--- src/rtl/bsr_pkg.sv ---
package bsr_pkg;

  localparam int STS_W   = 2;
  localparam int STS_SIG = 0;
  localparam int STS_RCV = 1;

  typedef struct packed {
    logic serr_en;
    logic perr_resp;
  } cmd_ctl_t;

  typedef struct packed {
    logic serr_fwd;
    logic perr_resp;
  } bctl_t;

  typedef struct packed {
    logic valid;
    logic upstream;
    logic tgt_det;
  } pw_info_t;

  // Picks the parity line that belongs to the posted write's direction.
  // Returns 1 when that line is asserted (the lines are active low).
  function automatic logic dir_parity_hit(input logic upstream,
                                          input logic pri_line_n,
                                          input logic sec_line_n);
    return upstream ? ~pri_line_n : ~sec_line_n;
  endfunction

  // Sticky flag update: a fresh event dominates a same-cycle clear.
  function automatic logic sticky_next(input logic cur,
                                       input logic set_evt,
                                       input logic clr_req);
    return set_evt | (cur & ~clr_req);
  endfunction

endpackage

--- src/rtl/bsr_cause.sv ---
module bsr_cause
  import bsr_pkg::*;
(
  input  logic     sec_serr_n,
  input  logic     pri_perr_n,
  input  logic     sec_perr_n,
  input  pw_info_t pw,
  input  cmd_ctl_t cmd,
  input  bctl_t    bctl,
  output logic     fwd_hit,
  output logic     pw_hit,
  output logic     rcv_evt,
  output logic     fire
);

  logic parity_seen;
  logic resp_ok;

  always_comb begin
    rcv_evt     = ~sec_serr_n;
    parity_seen = pw.valid & dir_parity_hit(pw.upstream, pri_perr_n, sec_perr_n);
    resp_ok     = cmd.perr_resp & bctl.perr_resp;
    pw_hit      = parity_seen & resp_ok & ~pw.tgt_det;
    fwd_hit     = rcv_evt & bctl.serr_fwd;
    fire        = cmd.serr_en & (fwd_hit | pw_hit);
  end

endmodule

--- src/rtl/bsr_sticky.sv ---
module bsr_sticky #(
  parameter int W = 2
) (
  input  logic         clk,
  input  logic         rst_n,
  input  logic [W-1:0] set_evt,
  input  logic [W-1:0] clr_req,
  output logic [W-1:0] sts
);

  for (genvar i = 0; i < W; i++) begin : g_bit
    always_ff @(posedge clk) begin
      if (!rst_n) sts[i] <= 1'b0;
      else        sts[i] <= bsr_pkg::sticky_next(sts[i], set_evt[i], clr_req[i]);
    end

    assert_hold_R11: assert property (@(posedge clk) disable iff (!rst_n)
      (sts[i] && !clr_req[i]) |=> sts[i]);

    assert_clear_R12: assert property (@(posedge clk) disable iff (!rst_n)
      (clr_req[i] && !set_evt[i]) |=> !sts[i]);

    assert_set_wins_R13: assert property (@(posedge clk) disable iff (!rst_n)
      set_evt[i] |=> sts[i]);
  end

endmodule

--- src/rtl/bsr_pulse.sv ---
module bsr_pulse (
  input  logic clk,
  input  logic rst_n,
  input  logic fire,
  output logic serr_n
);

  always_ff @(posedge clk) begin
    if (!rst_n) serr_n <= 1'b1;
    else        serr_n <= ~fire;
  end

  assert_pulse_on_R10: assert property (@(posedge clk) disable iff (!rst_n)
    fire |=> !serr_n);

  assert_pulse_off_R10: assert property (@(posedge clk) disable iff (!rst_n)
    !fire |=> serr_n);

endmodule

--- src/rtl/bridge_serr_report.sv ---
module bridge_serr_report
  import bsr_pkg::*;
(
  input  logic clk,
  input  logic rst_n,
  input  logic sec_serr_n,
  input  logic pri_perr_n,
  input  logic sec_perr_n,
  input  logic pw_valid,
  input  logic pw_upstream,
  input  logic tgt_detected,
  input  logic cmd_serr_en,
  input  logic cmd_perr_resp,
  input  logic bctl_perr_resp,
  input  logic bctl_serr_fwd,
  input  logic clr_sig_serr,
  input  logic clr_rcv_serr,
  output logic pri_serr_n,
  output logic sig_serr_sts,
  output logic rcv_serr_sts
);

  cmd_ctl_t           cmd;
  bctl_t              bctl;
  pw_info_t           pw;
  logic               fwd_hit;
  logic               pw_hit;
  logic               rcv_evt;
  logic               fire;
  logic [STS_W-1:0]   sts_set;
  logic [STS_W-1:0]   sts_clr;
  logic [STS_W-1:0]   sts_q;

  always_comb begin
    cmd.serr_en    = cmd_serr_en;
    cmd.perr_resp  = cmd_perr_resp;
    bctl.serr_fwd  = bctl_serr_fwd;
    bctl.perr_resp = bctl_perr_resp;
    pw.valid       = pw_valid;
    pw.upstream    = pw_upstream;
    pw.tgt_det     = tgt_detected;
  end

  bsr_cause u_cause (
    .sec_serr_n (sec_serr_n),
    .pri_perr_n (pri_perr_n),
    .sec_perr_n (sec_perr_n),
    .pw         (pw),
    .cmd        (cmd),
    .bctl       (bctl),
    .fwd_hit    (fwd_hit),
    .pw_hit     (pw_hit),
    .rcv_evt    (rcv_evt),
    .fire       (fire)
  );

  always_comb begin
    sts_set          = '0;
    sts_clr          = '0;
    sts_set[STS_SIG] = fire;
    sts_set[STS_RCV] = rcv_evt;
    sts_clr[STS_SIG] = clr_sig_serr;
    sts_clr[STS_RCV] = clr_rcv_serr;
  end

  bsr_sticky #(.W(STS_W)) u_sts (
    .clk     (clk),
    .rst_n   (rst_n),
    .set_evt (sts_set),
    .clr_req (sts_clr),
    .sts     (sts_q)
  );

  bsr_pulse u_pulse (
    .clk    (clk),
    .rst_n  (rst_n),
    .fire   (fire),
    .serr_n (pri_serr_n)
  );

  assign sig_serr_sts = sts_q[STS_SIG];
  assign rcv_serr_sts = sts_q[STS_RCV];

  assert_master_gate_R2: assert property (@(posedge clk) disable iff (!rst_n)
    !cmd_serr_en |=> pri_serr_n);

  assert_forward_R3: assert property (@(posedge clk) disable iff (!rst_n)
    (cmd_serr_en && bctl_serr_fwd && !sec_serr_n) |=> !pri_serr_n);

  assert_rcv_flag_R4: assert property (@(posedge clk) disable iff (!rst_n)
    !sec_serr_n |=> rcv_serr_sts);

  assert_sig_flag_R5: assert property (@(posedge clk) disable iff (!rst_n)
    !pri_serr_n |-> sig_serr_sts);

  assert_upstream_pw_R6: assert property (@(posedge clk) disable iff (!rst_n)
    (cmd_serr_en && cmd_perr_resp && bctl_perr_resp && pw_valid && pw_upstream
     && !tgt_detected && !pri_perr_n) |=> !pri_serr_n);

  assert_downstream_pw_R7: assert property (@(posedge clk) disable iff (!rst_n)
    (cmd_serr_en && cmd_perr_resp && bctl_perr_resp && pw_valid && !pw_upstream
     && !tgt_detected && !sec_perr_n) |=> !pri_serr_n);

  assert_target_drop_R8: assert property (@(posedge clk) disable iff (!rst_n)
    (tgt_detected && (sec_serr_n || !bctl_serr_fwd)) |=> pri_serr_n);

  assert_resp_pair_R9: assert property (@(posedge clk) disable iff (!rst_n)
    ((!cmd_perr_resp || !bctl_perr_resp) && (sec_serr_n || !bctl_serr_fwd))
    |=> pri_serr_n);

endmodule

--- config.mk ---
export PLATFORM = sky130hd
export DESIGN_NAME = bridge_serr_report
export DESIGN_NICKNAME = d
export VERILOG_FILES = /design/src/rtl/bsr_pkg.sv /design/src/rtl/bsr_cause.sv /design/src/rtl/bsr_sticky.sv /design/src/rtl/bsr_pulse.sv /design/src/rtl/bridge_serr_report.sv
export SDC_FILE = /design/constraint.sdc
export NUM_CORES = 1
export LEC_CHECK = 0
export ABC_AREA = 1
export BUFFER_PORTS_ARGS = -buffer_cell sky130_fd_sc_hd__buf_2
export CORE_AREA = 2 2 39 41
export DETAILED_ROUTE_END_ITERATION = 16
export DIE_AREA = 0 0 41 43
export SLEW_MARGIN = 20
export SYNTH_ARGS = -nofsm -noshare
export SYNTH_HDL_FRONTEND = slang
export SYNTH_SLANG_ARGS = --single-unit
--- constraint.sdc ---
create_clock -name clk -period 0.8 [get_ports clk]
set_input_delay 0.12 -clock clk [delete_from_list [all_inputs] [get_ports clk]]
set_output_delay 0.12 -clock clk [all_outputs]
set_load 0.01 [all_outputs]
==> summary.md <==
| Metric | Value |
|---|---|
| Core area | `1380 um^2` |
| Post-Syn Nets | `39` |
| R2r endpoint | `u_sts.sts[1]` |
| Clk Latency, worst-skew pair | `0.23 ns` |
| Hold Path Origin | `sec_serr_n` |
| Compound-cell area share of the yosys netlist | `4.84%` |
| Top Ports | `17` |
| CP max stage cell | `dfxtp_2` |
| CP arrival | `0.66 ns` |
| Pin count of the biggest net entering global routing | `4` |
| Hold path cells | `2` |
| Sum of buffers and inverters on the critical path | `1` |
| Slew headroom | `90.6%` |
| Post-synthesis adder-cell area fraction | `0%` |
| Yosys top cell area share | `38.7%` |
| Mapped Cells | `25` |
| Global-route wire length before repair | `503 um` |
| Root Buffer | `clkbuf_4` |
| Period utilization | `97.0%` |
| DP Area | `255 um^2` |
| Max-cap violations | `0` |
| Hold endpoint | `u_sts.sts[1]` |
| Overflow after GRT | `0` |
| R2r setup slk | `0.20 ns` |
| Family with the most delay on the worst path | `flip-flops` |
| GPL Wtd Cong | `0.486` |
| RSZ-0062 raised after global routing | `true` |
| Ant. Diodes | `0` |
| CP max stage delay | `0.31 ns` |
| Top post-synthesis cells by count | `nand2_1 (10), inv_1 (7), dfxtp_1 (3), nand2_2 (2)` |
| Inserted Clock Buffers | `3` |
| CTS Sinks | `3` |
| Initial DRT Pass Iterations | `2` |
| Simple-gate share of the synthesized area | `39.5%` |
| Overall power | `0.502 mW` |
| Synth Area per Inst | `6.21 um^2` |
| Design Area, Final | `297 um^2` |
| Lkg Pwr | `0.184 nW` |
| Layout cells sized above 1 | `51.1%` |
| Post-route setup slack | `0.0238 ns` |
| Final hold violation count | `0` |
| Clock transition at path regs | `0.04 ns` |
| CTS tree | `yes` |
| Setup violators final | `0` |
| Crit. End Element | `output pin` |
| Area leader, netlist | `dfxtp_1` |
| Pins Over Slew Limit | `0` |
| GRT Total Usage | `4.70%` |
| R2R cell count | `2` |
| Fmax | `1290 MHz` |
| Outcome | `finished, final reports clean` |
| Vias per cell | `3.13` |
| Routed Antenna Nets | `0` |
| Detailed placement HPWL | `328 um` |
| Mux contribution to synthesized area | `0%` |
| Ys Warns | `0` |
| Detailed Route WL | `380 um` |
| Worst Hold Class | `in -> reg` |
| Combinational family with the most area after synthesis | `simple AND/OR/NAND/NOR gates` |
| Worst-margin pin slew | `0.139 ns` |
| Setup TNS | `0 ns` |
| Number of synthesized flops with an enable pin | `0` |
| Critical path class | `reg -> out` |
| Hold Buf Count CTS | `0` |
| Top post-synthesis cells by area | `dfxtp_1 (39%), nand2_1 (24%), inv_1 (17%)` |
| Die area | `1760 um^2` |
| DRT iter0 DRCs | `1` |
| Initial antenna violation count | `0` |
| Post-synthesis cell type count | `7` |
| CP required | `0.68 ns` |
| Most common cell in the netlist | `nand2_1` |
| Drt drc | `0` |
| Top FF cell, synth | `dfxtp_1` |
| Period minus WS final | `0.776 ns` |
| CTS Buffer Depth | `2` |
| Layout Nets | `60` |
| Synth Register Bits | `3` |
| Vias in the first global route | `141` |
| Startpoint Class | `register` |
| Pwr per Cell Area | `1690 nW/um^2` |
| Area growth syn-to-layout | `91.1%` |
| Die width | `41 um` |
| H-tree depth | `1` |
| Netlist Area Pre-Place | `155 um^2` |
| Initial Utilization | `11.2%` |
| Fin cells | `61` |
| Post-CTS Setup Bufs | `0` |
| Post-Synth XOR/XNOR Area | `0%` |
| Inst Count DP | `57` |
| Critical R2R Launch | `u_sts.sts[1]` |
| Sequential element share of the synthesized area | `38.7%` |
| Dpl ws | `0.104 ns` |
| Crit-path cells | `buf_6` |
| Worst VDD drop | `0.000201 V` |
| DR vias | `191` |
| Num rows | `14` |
| Routed len/inst | `6.23 um` |
| Die Span Y | `43 um` |
| Worst Clk Skew | `0 ns` |
| Post-synth ARST share | `0%` |
| Worst Path Max Fanout | `2` |
| Port-buffer cells | `16` |
[area by class of cell]
cell class                      count  area (um^2)
Clock buffer                        4         26.3
Fill cell                         166         1090
Inverter                            7         26.3
Multi-Input combinational cell     15         68.8
Sequential cell                     3         62.6
Tap cell                           16         20.0
Timing Repair Buffer               16         92.6
[what timing repair did]
action                                  CTS  global route
cloned                                    0             0
endpoints found under the setup margin    2             3
gates resized for setup                   2             2
endpoints found under the hold margin     0             0
[stage by stage]
stage | util (%) | hold WS [ns]
after floorplan | - | 0.229
after global placement | 18.4 | 0.328
after detailed placement | 18.4 | 0.337
after CTS | 20.5 | 0.0803
after global routing | 21.4 | 0.0815
final | 21.4 | 0.0894
[power by group]
| part | switching, mW | leakage [nW] | internal [mW] | total (mW) |
|---|---|---|---|---|
| Clock | 0.0794 | 0.0150 | 0.187 | 0.266 |
| Sequential | 0.00385 | 0.0254 | 0.159 | 0.162 |
| Combinational | 0.0294 | 0.143 | 0.0441 | 0.0735 |
[cell usage in the layout (no fill, tap or decap)]
master    count
nand3b_1      1
clkbuf_1      1
nand2_1      10
dfxtp_2       2
clkbuf_4      3
nor2_1        1
dfxtp_1       1
buf_6         2
nand2_2       2
a21boi_0      1
buf_2        14
inv_1         7
[how the worst max path moves through the flow]
| stage | cells after the start | to | slack (ns) | from |
|---|---|---|---|---|
| floorplan | 2 | u_sts.sts[1] | 0.20 | u_sts.sts[1] |
| global placement | 7 | u_pulse.serr_n | 0.12 | tgt_detected |
| CTS | 1 | rcv_serr_sts | 0.003 | u_sts.sts[1] |
| finish | 1 | rcv_serr_sts | 0.02 | u_sts.sts[1] |
| detailed placement | 7 | u_pulse.serr_n | 0.10 | tgt_detected |
| global route | 1 | pri_serr_n | -0.007 | u_pulse.serr_n |
[registers in the layout (all words and copies together) (netlist names)]
register and flops:
u_pulse.serr_n 1, u_sts.sts 2
[cell families after synthesis]
family | count (synthesis)
buffers and inverters | 7
DFF | 3
AOI/OAI and AO/OA | 1
and+or+nand+nor | 14
[metal layers]
metal / part of all wire [%] / global-route usage, % / vias up
met5: 0 / 0 / -
met4: 0 / 6.00 / 0
met3: 8.2 / 1.57 / 0
met2: 51 / 6.88 / 9
met1: 40 / 4.11 / 73
li1: - / - / 109
Note: power is estimated with default switching activity, not from simulation.
